<file path="config.mk">
export PLATFORM = sky130hd
export DESIGN_NAME = rst_release_seq
export DESIGN_NICKNAME = d
export VERILOG_FILES = /design/src/rtl/rst_seq_pkg.sv /design/src/rtl/rst_seq_sync.sv /design/src/rtl/rst_seq_pwrt.sv /design/src/rtl/rst_seq_cnt.sv /design/src/rtl/rst_release_seq.sv
export SDC_FILE = /design/constraint.sdc
export NUM_CORES = 1
export LEC_CHECK = 0
export BUFFER_PORTS_ARGS = -buffer_cell sky130_fd_sc_hd__buf_2
export CAP_MARGIN = 15
export CORE_MARGIN = 2
export CORE_UTILIZATION = 54
export CTS_CLUSTER_DIAMETER = 200
export DETAILED_ROUTE_END_ITERATION = 8
export GPL_ROUTABILITY_DRIVEN = 0
export PLACE_DENSITY_LB_ADDON = 0.08
export SYNTH_ARGS = -nofsm -noshare
export SYNTH_HDL_FRONTEND = slang
export SYNTH_HIERARCHICAL = 1
export SYNTH_SLANG_ARGS = --single-unit
</file>
<file path="constraint.sdc">
create_clock -name clk_i -period 0.8 [get_ports clk_i]
set_input_delay 0.16 -clock clk_i [delete_from_list [all_inputs] [get_ports clk_i]]
set_output_delay 0.16 -clock clk_i [all_outputs]
set_load 0.01 [all_outputs]
</file>
<file path="src/rtl/rst_seq_pkg.sv">
package rst_seq_pkg;

  localparam logic [2:0] OSC_LP  = 3'd0;
  localparam logic [2:0] OSC_XT  = 3'd1;
  localparam logic [2:0] OSC_HS  = 3'd2;
  localparam logic [2:0] OSC_EC  = 3'd3;
  localparam logic [2:0] OSC_RC  = 3'd4;
  localparam logic [2:0] OSC_INT = 3'd5;

  typedef enum logic [1:0] {
    ST_PWRT = 2'd0,
    ST_OST  = 2'd1,
    ST_RUN  = 2'd2,
    ST_WAKE = 2'd3
  } seq_state_e;

  function automatic logic is_xtal(input logic [2:0] mode);
    return (mode == OSC_LP) || (mode == OSC_XT) || (mode == OSC_HS);
  endfunction

endpackage

</file>
<file path="src/rtl/rst_seq_sync.sv">
module rst_seq_sync #(
  parameter int STAGES = 2
) (
  input  logic clk_i,
  input  logic arst_n_i,
  input  logic d_i,
  output logic q_o
);

  logic [STAGES-1:0] sh_q;
  logic [STAGES-1:0] sh_n;

  generate
    if (STAGES == 1) begin : g_single
      always_comb sh_n = d_i;
    end else begin : g_chain
      always_comb sh_n = {sh_q[STAGES-2:0], d_i};
    end
  endgenerate

  always_ff @(posedge clk_i or negedge arst_n_i) begin
    if (!arst_n_i) sh_q <= '0;
    else           sh_q <= sh_n;
  end

  assign q_o = sh_q[STAGES-1];

endmodule

</file>
<file path="src/rtl/rst_seq_pwrt.sv">
module rst_seq_pwrt #(
  parameter int TICKS = 4
) (
  input  logic clk_i,
  input  logic rst_n_i,
  input  logic run_i,
  input  logic tick_i,
  output logic expire_o
);

  localparam int CW = (TICKS > 1) ? $clog2(TICKS) : 1;
  localparam logic [CW-1:0] LAST = CW'(TICKS - 1);

  logic [CW-1:0] cnt_q;
  logic [CW-1:0] cnt_n;
  logic          at_last;

  assign at_last  = (cnt_q == LAST);
  assign expire_o = run_i && tick_i && at_last;

  always_comb begin
    cnt_n = cnt_q;
    if (!run_i)      cnt_n = '0;
    else if (tick_i) cnt_n = at_last ? '0 : cnt_q + 1'b1;
  end

  always_ff @(posedge clk_i or negedge rst_n_i) begin
    if (!rst_n_i) cnt_q <= '0;
    else          cnt_q <= cnt_n;
  end


  tick_range_chk: assert property (@(posedge clk_i) disable iff (!rst_n_i)
    cnt_q <= LAST);


  tick_idle_chk: assert property (@(posedge clk_i) disable iff (!rst_n_i)
    (run_i && !tick_i) |=> $stable(cnt_q));

endmodule

</file>
<file path="src/rtl/rst_seq_cnt.sv">
module rst_seq_cnt #(
  parameter int LEN = 1024
) (
  input  logic clk_i,
  input  logic rst_n_i,
  input  logic en_i,
  output logic last_o
);

  localparam int CW = (LEN > 1) ? $clog2(LEN) : 1;
  localparam logic [CW-1:0] LAST = CW'(LEN - 1);

  logic [CW-1:0] cnt_q;
  logic [CW-1:0] cnt_n;

  assign last_o = en_i && (cnt_q == LAST);

  always_comb begin
    if (en_i && !last_o) cnt_n = cnt_q + 1'b1;
    else                 cnt_n = '0;
  end

  always_ff @(posedge clk_i or negedge rst_n_i) begin
    if (!rst_n_i) cnt_q <= '0;
    else          cnt_q <= cnt_n;
  end


  ost_range_chk: assert property (@(posedge clk_i) disable iff (!rst_n_i)
    cnt_q <= LAST);


  ost_start_chk: assert property (@(posedge clk_i) disable iff (!rst_n_i)
    $rose(en_i) |-> (cnt_q == '0));

endmodule

</file>
<file path="src/rtl/rst_release_seq.sv">
module rst_release_seq
  import rst_seq_pkg::*;
#(
  parameter int PWRT_TICKS  = 4,
  parameter int OST_CYCLES  = 1024,
  parameter int SYNC_STAGES = 2
) (
  input  logic       clk_i,
  input  logic       pwr_on_n_i,
  input  logic       mclr_n_i,
  input  logic [2:0] osc_mode_i,
  input  logic       pwrt_dis_i,
  input  logic       slow_tick_i,
  input  logic       wdt_rst_i,
  input  logic       wake_i,
  output logic       core_rst_n_o,
  output logic       wake_stall_o
);

  logic       rst_n;
  logic       mclr_s;
  logic       xtal;
  logic       pwrt_run;
  logic       pwrt_exp;
  logic       ost_en;
  logic       ost_last;
  seq_state_e st_q, st_n;
  logic       rel_q, rel_n;
  logic       stall_q, stall_n;

  rst_seq_sync #(.STAGES(SYNC_STAGES)) u_rst_sync (
    .clk_i    (clk_i),
    .arst_n_i (pwr_on_n_i),
    .d_i      (1'b1),
    .q_o      (rst_n)
  );

  rst_seq_sync #(.STAGES(SYNC_STAGES)) u_mclr_sync (
    .clk_i    (clk_i),
    .arst_n_i (pwr_on_n_i),
    .d_i      (mclr_n_i),
    .q_o      (mclr_s)
  );

  assign xtal     = is_xtal(osc_mode_i);
  assign pwrt_run = (st_q == ST_PWRT) && !pwrt_dis_i;
  assign ost_en   = (st_q == ST_OST) || (st_q == ST_WAKE);

  rst_seq_pwrt #(.TICKS(PWRT_TICKS)) u_pwrt (
    .clk_i    (clk_i),
    .rst_n_i  (rst_n),
    .run_i    (pwrt_run),
    .tick_i   (slow_tick_i),
    .expire_o (pwrt_exp)
  );

  rst_seq_cnt #(.LEN(OST_CYCLES)) u_ost (
    .clk_i   (clk_i),
    .rst_n_i (rst_n),
    .en_i    (ost_en),
    .last_o  (ost_last)
  );

  always_comb begin
    st_n = st_q;
    unique case (st_q)
      ST_PWRT: if (pwrt_dis_i || pwrt_exp) st_n = xtal ? ST_OST : ST_RUN;
      ST_OST:  if (ost_last)               st_n = ST_RUN;
      ST_RUN:  if (wake_i && xtal)         st_n = ST_WAKE;
      ST_WAKE: if (ost_last)               st_n = ST_RUN;
      default:                             st_n = ST_PWRT;
    endcase
  end

  always_comb begin
    rel_n   = ((st_q == ST_RUN) || (st_q == ST_WAKE)) && mclr_s && !wdt_rst_i;
    stall_n = (st_n == ST_WAKE);
  end

  always_ff @(posedge clk_i or negedge rst_n) begin
    if (!rst_n) begin
      st_q    <= ST_PWRT;
      rel_q   <= 1'b0;
      stall_q <= 1'b0;
    end else begin
      st_q    <= st_n;
      rel_q   <= rel_n;
      stall_q <= stall_n;
    end
  end

  assign core_rst_n_o = rel_q;
  assign wake_stall_o = stall_q;


  rel_after_timeouts_chk: assert property (@(posedge clk_i) disable iff (!rst_n)
    core_rst_n_o |-> (st_q == ST_RUN || st_q == ST_WAKE));


  pwrt_wait_tick_chk: assert property (@(posedge clk_i) disable iff (!rst_n)
    (st_q == ST_PWRT && !pwrt_dis_i && !slow_tick_i) |=> (st_q == ST_PWRT));


  no_ost_soft_chk: assert property (@(posedge clk_i) disable iff (!rst_n)
    (st_q == ST_PWRT && !xtal) |=> (st_q != ST_OST));


  mclr_hold_chk: assert property (@(posedge clk_i) disable iff (!rst_n)
    !mclr_s |=> !core_rst_n_o);


  wdt_hold_chk: assert property (@(posedge clk_i) disable iff (!rst_n)
    wdt_rst_i |=> !core_rst_n_o);


  stall_in_wake_chk: assert property (@(posedge clk_i) disable iff (!rst_n)
    wake_stall_o |-> (st_q == ST_WAKE));


  no_soft_stall_chk: assert property (@(posedge clk_i) disable iff (!rst_n)
    (st_q == ST_RUN && !xtal) |=> !wake_stall_o);

endmodule

</file>
==> reports/results.tsv, run 1 <==
metric	value	unit
Final #Nets	135	
Worst-path clk slew	120	ps
prevailing post-synth register cell	dfrtp_1	
CP startpoint kind	register	
all-layer global routing usage	0.262	
drt total wl	2440	µm
post-synth top area cell	dfrtp_1	
share of the synthesized area in the top cell type	0.561	
first-pass GRT wire length	3620	µm
CP Capture Type	register	
antenna diode count	0	
P_leak	0.568	nW
first-pass iteration count of the detailed router	4	
Setup CP Type	register to register	
clock skew	10.9	ps
crit path time final	1320	ps
final critical-path share of the clock period	1.65	
Worst Path Max Fanout	3	
# DRC	0	
total CTS buffers	3	
CTS tree	built	
fmax	758	MHz
initial antenna violation count	0	
PnR worst setup slack	-519	ps
Cell variety after synth	31	
MaxCap Viol Count	0	
Multi-input gate area	500	µm²
Fillers	76	
setup TNS	-6960	ps
1st-iter DRT viols	36	
total power	0.00174	W
area delta synth->final	48.0	%
row count	14	
Root Driver	clkbuf_4	
largest net degree at the start of global routing	12	
sequential fraction of the synthesis area	0.561	
unrepaired setup endpoints after global routing	true	
Worst VDD drop	1420	µV
FF/Latch Area	502	µm²
Vias/cell	5.95	
Pins Over Slew Limit	0	
Seq cells post-synth	20	
CP required	1000	ps
Synth Warn #	6	
number of flops mapped to enable cells by yosys	0	
die area	1990	µm²
Final setup viols	18	
PwrDens	1320	nW/µm²
chip height	44.6	µm
post-synthesis cell count	84	
CTS Sinks	20	
syn nets	96	
vias in the first global route	870	
Hold Path Class	input port to register	
failing checks	negative setup slack	
Chip Width	44.6	µm
placed insts	126	
synthesized area per cell	10.6	µm²
wire per inst	17.7	µm
H-tree Lvls	1	
HPWL after detailed placement	1410	µm
share of synthesized registers carrying an async set or reset	1.00	
final non-filler cell total	138	
synth top area cells	dfrtp_1 (56%), a21oi_1 (3.4%), nor2_1 (2.9%), xor2_1 (2.9%), ha_1 (2.8%)	
layout cells sized above 1	0.459	
Final Hold Vio Count	0	
CORE AREA	1520	µm²
Min Hold Slack	75.2	ps
status	finished with violations	
Crit path arrival time	1520	ps
routed vias	821	
I/O pin count	12	
Longest Clk Path Bufs	2	
PortBufs	11	
Syn Std Cell Area	892	µm²
Worst-Skew Late Latency	320	ps
GRT overflow	0	
post-route ant nets	0	
Initial Util	0.585	
-- cell usage in the layout, fill, tap and decap left out, types with 2 or more instances in the layout --
master         Yosys  layout
dfrtp_1           20      19
buf_4              0      19
buf_2              0      11
nor2_1             7       7
nand2_1            6       5
a21oi_1            6       4
o31ai_1            3       3
inv_1              3       3
clkbuf_4           0       3
dlygate4sd3_1      0       3
nand3_2            1       3
xor2_1             3       3
o21ai_1            0       2
or4_1              2       2
a21oi_2            0       2
nand4_1            2       2
or3_1              2       2
o211ai_1           2       2
ha_4               0       2
buf_6              0       2
-- metal layers --
| layer | GRT usage | wire length, µm | up-vias |
|---|---|---|---|
| li1 | - | - | 374 |
| met1 | 0.312 | 992 | 403 |
| met2 | 0.441 | 1250 | 31 |
| met3 | 0.0490 | 103 | 13 |
| met4 | 0.145 | 100 | 0 |
| met5 | 0 | 0 | - |
-- registers in the layout, summed over array words and instances (netlist names) --
name	cells
core_rst_n_o	1
st_q	2
u_mclr_sync/sh_q	2
u_ost/cnt_q	10
u_pwrt/cnt_q	2
u_rst_sync/sh_q	2
wake_stall_o	1
-- synth_stat cells (3+ instances only) --
cell / n
dfrtp_1: 20
nor2_1: 7
a21oi_1: 6
nand2_1: 6
nand3_1: 4
inv_1: 3
o21ai_0: 3
o31ai_1: 3
xor2_1: 3
-- cell type report --
type / instances / share of cell area
sequential: 20 / 0.380
multi-input combinational: 60 / 0.379
timing repair buffer: 35 / 0.190
clock buffer: 4 / 0.0275
tap: 16 / 0.0152
inverter: 3 / 0.00853
-- worst max-delay path, stage by stage (launching register included) --
cell	delay (ps)
dfrtp_1	450
ha_4	200
buf_4	130
buf_6	110
nand3_2	50
xor2_1	190
nor2_1	70
-- metrics by stage --
step	area [µm²]	setup slack (ps)	utilization
floorplan	951	-446	-
global placement	1140	-483	0.749
detailed placement	1140	-504	0.749
CTS	1280	-484	0.842
global route	1320	-596	0.866
finish	1320	-519	0.866
-- final timing paths --
| kind | slack [ps] | cells after the start | startpoint | endpoint |
|---|---|---|---|---|
| worst max-delay path | -520 | 6 | u_ost/cnt_q[0]$_DFF_PN0_ | u_ost/cnt_q[4]$_DFF_PN0_ |
| worst min-delay path | 80 | 3 | wake_i | wake_stall_o$_DFF_PN0_ |
| worst max register to register | -520 | 6 | u_ost/cnt_q[0]$_DFF_PN0_ | u_ost/cnt_q[4]$_DFF_PN0_ |
| worst min register to register | 150 | 1 | u_rst_sync/sh_q[1]$_DFF_PN0_ | u_pwrt/cnt_q[0]$_DFFE_PN0P_ |
| max in group asynchronous | 450 | 1 | u_rst_sync/sh_q[1]$_DFF_PN0_ | st_q[0]$_DFF_PN0_ |
| min in group asynchronous | 150 | 2 | pwr_on_n_i | u_mclr_sync/sh_q[1]$_DFF_PN0_ |
-- kinds of logic (layout without fill, tap and decap cells) --
logic type,after synthesis,in the layout,synth area share
xor gates and xnor gates,4,4,0.0393
AOI/OAI and AO/OA,17,17,0.128
and+or+nand+nor,35,35,0.212
muxes,1,1,0.0112
DFF,20,20,0.561
other,1,1,0.00420
buffers and inverters,4,42,0.0168
adders and majority gates,2,2,0.0280
-- report_power, final --
| group | switching, W | leakage [nW] | internal [W] |
|---|---|---|---|
| combinational | 0.0000493 | 0.320 | 0.0000468 |
| sequential | 0.00000584 | 0.228 | 0.00102 |
| clock | 0.000333 | 0.0210 | 0.000278 |
| total | 0.000388 | 0.568 | 0.00135 |
-- what timing repair did --
item,in CTS,in global routing
setup endpoints to repair,17,17
setup buffers,6,3
cloned,0,0
pin swaps,7,5
endpoints found under the hold margin,6,0
hold buffers,3,0
gates resized for setup,12,7
Power figures use the tool's default switching activity.
==> inputs of run 2 (changes only) <==
--- a/config.mk
+++ b/config.mk
@@ -13,6 +13,7 @@
 export DETAILED_ROUTE_END_ITERATION = 8
 export GPL_ROUTABILITY_DRIVEN = 0
 export PLACE_DENSITY_LB_ADDON = 0.08
+export SKIP_LAST_GASP = 1
 export SYNTH_ARGS = -nofsm -noshare
 export SYNTH_HDL_FRONTEND = slang
 export SYNTH_HIERARCHICAL = 1
==> run 2 against run 1 <==
The flow still finishes with violations (negative setup slack). Clock skew down 2.0 ps. Routed wire length grew 0.70%. Fmax barely moved. Die area stayed put. Worst setup slack barely moved. Via count down 0.12%. Critical path depth unchanged. Power is 0.11% lower. Global-route usage stayed put. Hold slack improved by 1.3 ps. First-iteration DRC count up 8.3%. Sequential cell count unchanged. Largest cell class unchanged. Highest routed layer unchanged.
==> reports/results.tsv, run 2 (synthesis results as in run 1) <==
metric	value	unit
PortBufs	11	
CTS tree	built	
status	finished with violations	
area delta synth->final	48.0	%
Logic pwr share	0.055	
internal power	0.00135	W
Hold Path Class	input port to register	
fmax	758	MHz
final critical-path share of the clock period	1.65	
all-layer global routing usage	0.262	
Setup CP Type	register to register	
MaxCap Viol Count	0	
routed vias	820	
Min Hold Slack	76.5	ps
wire per inst	17.8	µm
Initial Util	0.585	
CTS Sinks	20	
Worst-path clk slew	120	ps
CORE AREA	1520	µm²
total CTS buffers	3	
Final setup viols	18	
Final #Nets	135	
final non-filler cell total	138	
Root Driver	clkbuf_4	
Worst Path Max Fanout	3	
clock skew	8.94	ps
placed insts	126	
CP startpoint kind	register	
sw power	0.000386	W
layout cells sized above 1	0.459	
initial antenna violation count	0	
dpl ws	-504	ps
post-route ant nets	0	
die area	1990	µm²
Net Sw Frac	0.223	
Multi-input gate area	500	µm²
first-pass GRT wire length	3620	µm
H-tree Lvls	1	
drt total wl	2460	µm
post-route cell area	1320	µm²
P_leak	0.568	nW
row count	14	
share of power burned in registers	0.593	
FF/Latch Area	502	µm²
I/O pin count	12	
highest-count cells in the layout ignoring fill and taps	dfrtp_1 (19), buf_4 (19), buf_2 (11), nor2_1 (7), nand2_1 (5)	
Pins Over Slew Limit	0	
PnR worst setup slack	-519	ps
Largest register FFs	10	
Most flops, register	u_ost/cnt_q	
largest net degree at the start of global routing	12	
PwrDens	1310	nW/µm²
Crit path arrival time	1520	ps
Longest Clk Path Bufs	2	
crit path time final	1320	ps
clock share of power	0.351	
failing checks	negative setup slack	
Worst VDD drop	1420	µV
antenna diode count	0	
1st-iter DRT viols	39	
CP required	1000	ps
vias in the first global route	870	
# DRC	0	
Worst-Skew Late Latency	320	ps
Fillers	76	
unrepaired setup endpoints after global routing	true	
first-pass iteration count of the detailed router	4	
Vias/cell	5.94	
CP Capture Type	register	
HPWL after detailed placement	1410	µm
Area after DPL	1140	µm²
GRT overflow	0	
Final Hold Vio Count	0	
chip height	44.6	µm
Chip Width	44.6	µm
## run 2: cell counts in the layout (fill, tap and decap cells not counted)
Identical to the previous run, type by type.
## run 2: path summary, 6_finish.rpt
| kind | from | end | slack [ps] | cells past startpoint |
|---|---|---|---|---|
| hold reg to reg | u_rst_sync/sh_q[1]$_DFF_PN0_ | u_pwrt/cnt_q[0]$_DFFE_PN0P_ | 160 | 1 |
| hold / removal | wake_i | wake_stall_o$_DFF_PN0_ | 80 | 3 |
| setup reg to reg | u_ost/cnt_q[0]$_DFF_PN0_ | u_ost/cnt_q[4]$_DFF_PN0_ | -520 | 6 |
| setup / recovery | u_ost/cnt_q[0]$_DFF_PN0_ | u_ost/cnt_q[4]$_DFF_PN0_ | -520 | 6 |
| max in group asynchronous | u_rst_sync/sh_q[1]$_DFF_PN0_ | st_q[0]$_DFF_PN0_ | 450 | 1 |
| min in group asynchronous | pwr_on_n_i | u_mclr_sync/sh_q[1]$_DFF_PN0_ | 150 | 2 |
## run 2: worst max-delay path, stage by stage, from the launching register on
cell	delay, ps
dfrtp_1	450
ha_4	200
buf_4	130
buf_6	110
nand3_2	50
xor2_1	190
nor2_1	70
## run 2: per-layer routing
| metal | wire length, µm | vias up | share of wire | GRT usage |
|---|---|---|---|---|
| met5 | 0 | - | 0 | 0 |
| met4 | 100 | 0 | 0.041 | 0.145 |
| met3 | 133 | 13 | 0.054 | 0.0490 |
| met2 | 1260 | 36 | 0.51 | 0.441 |
| met1 | 967 | 398 | 0.39 | 0.312 |
| li1 | - | 373 | - | - |
## run 2: area by class of cell
cell class                      count  area share
Clock buffer                        4      0.0275
Multi-Input combinational cell     60       0.379
Inverter                            3     0.00853
Timing Repair Buffer               35       0.190
Tap cell                           16      0.0152
Sequential cell                    20       0.380
## run 2: metrics by stage
step                      power (W)  TNS (ps)  utilization
final                       0.00173     -6960        0.866
after global placement      0.00112     -5310        0.749
after detailed placement    0.00113     -5530        0.749
after global routing        0.00178     -7820        0.866
after floorplan             0.00107     -4680            -
after CTS                   0.00172     -6260        0.838
## run 2: what timing repair did
item | 4_1_cts | 5_1_grt
setup buffers | 6 | 3
hold endpoints to repair | 6 | 0
pin swaps | 5 | 5
hold buffers | 3 | 0
resized for setup | 11 | 8
setup endpoints to repair | 17 | 17
## run 2: power by group through the flow
stage | Sequential (W) | Clock (W) | Combinational, W
finish | 0.00103 | 0.000610 | 0.0000960
global route | 0.00103 | 0.000641 | 0.000107
CTS | 0.00103 | 0.000601 | 0.0000909
detailed placement | 0.00105 | 0 | 0.0000784
global placement | 0.00105 | 0 | 0.0000754
floorplan | 0.00106 | 0 | 0.0000103
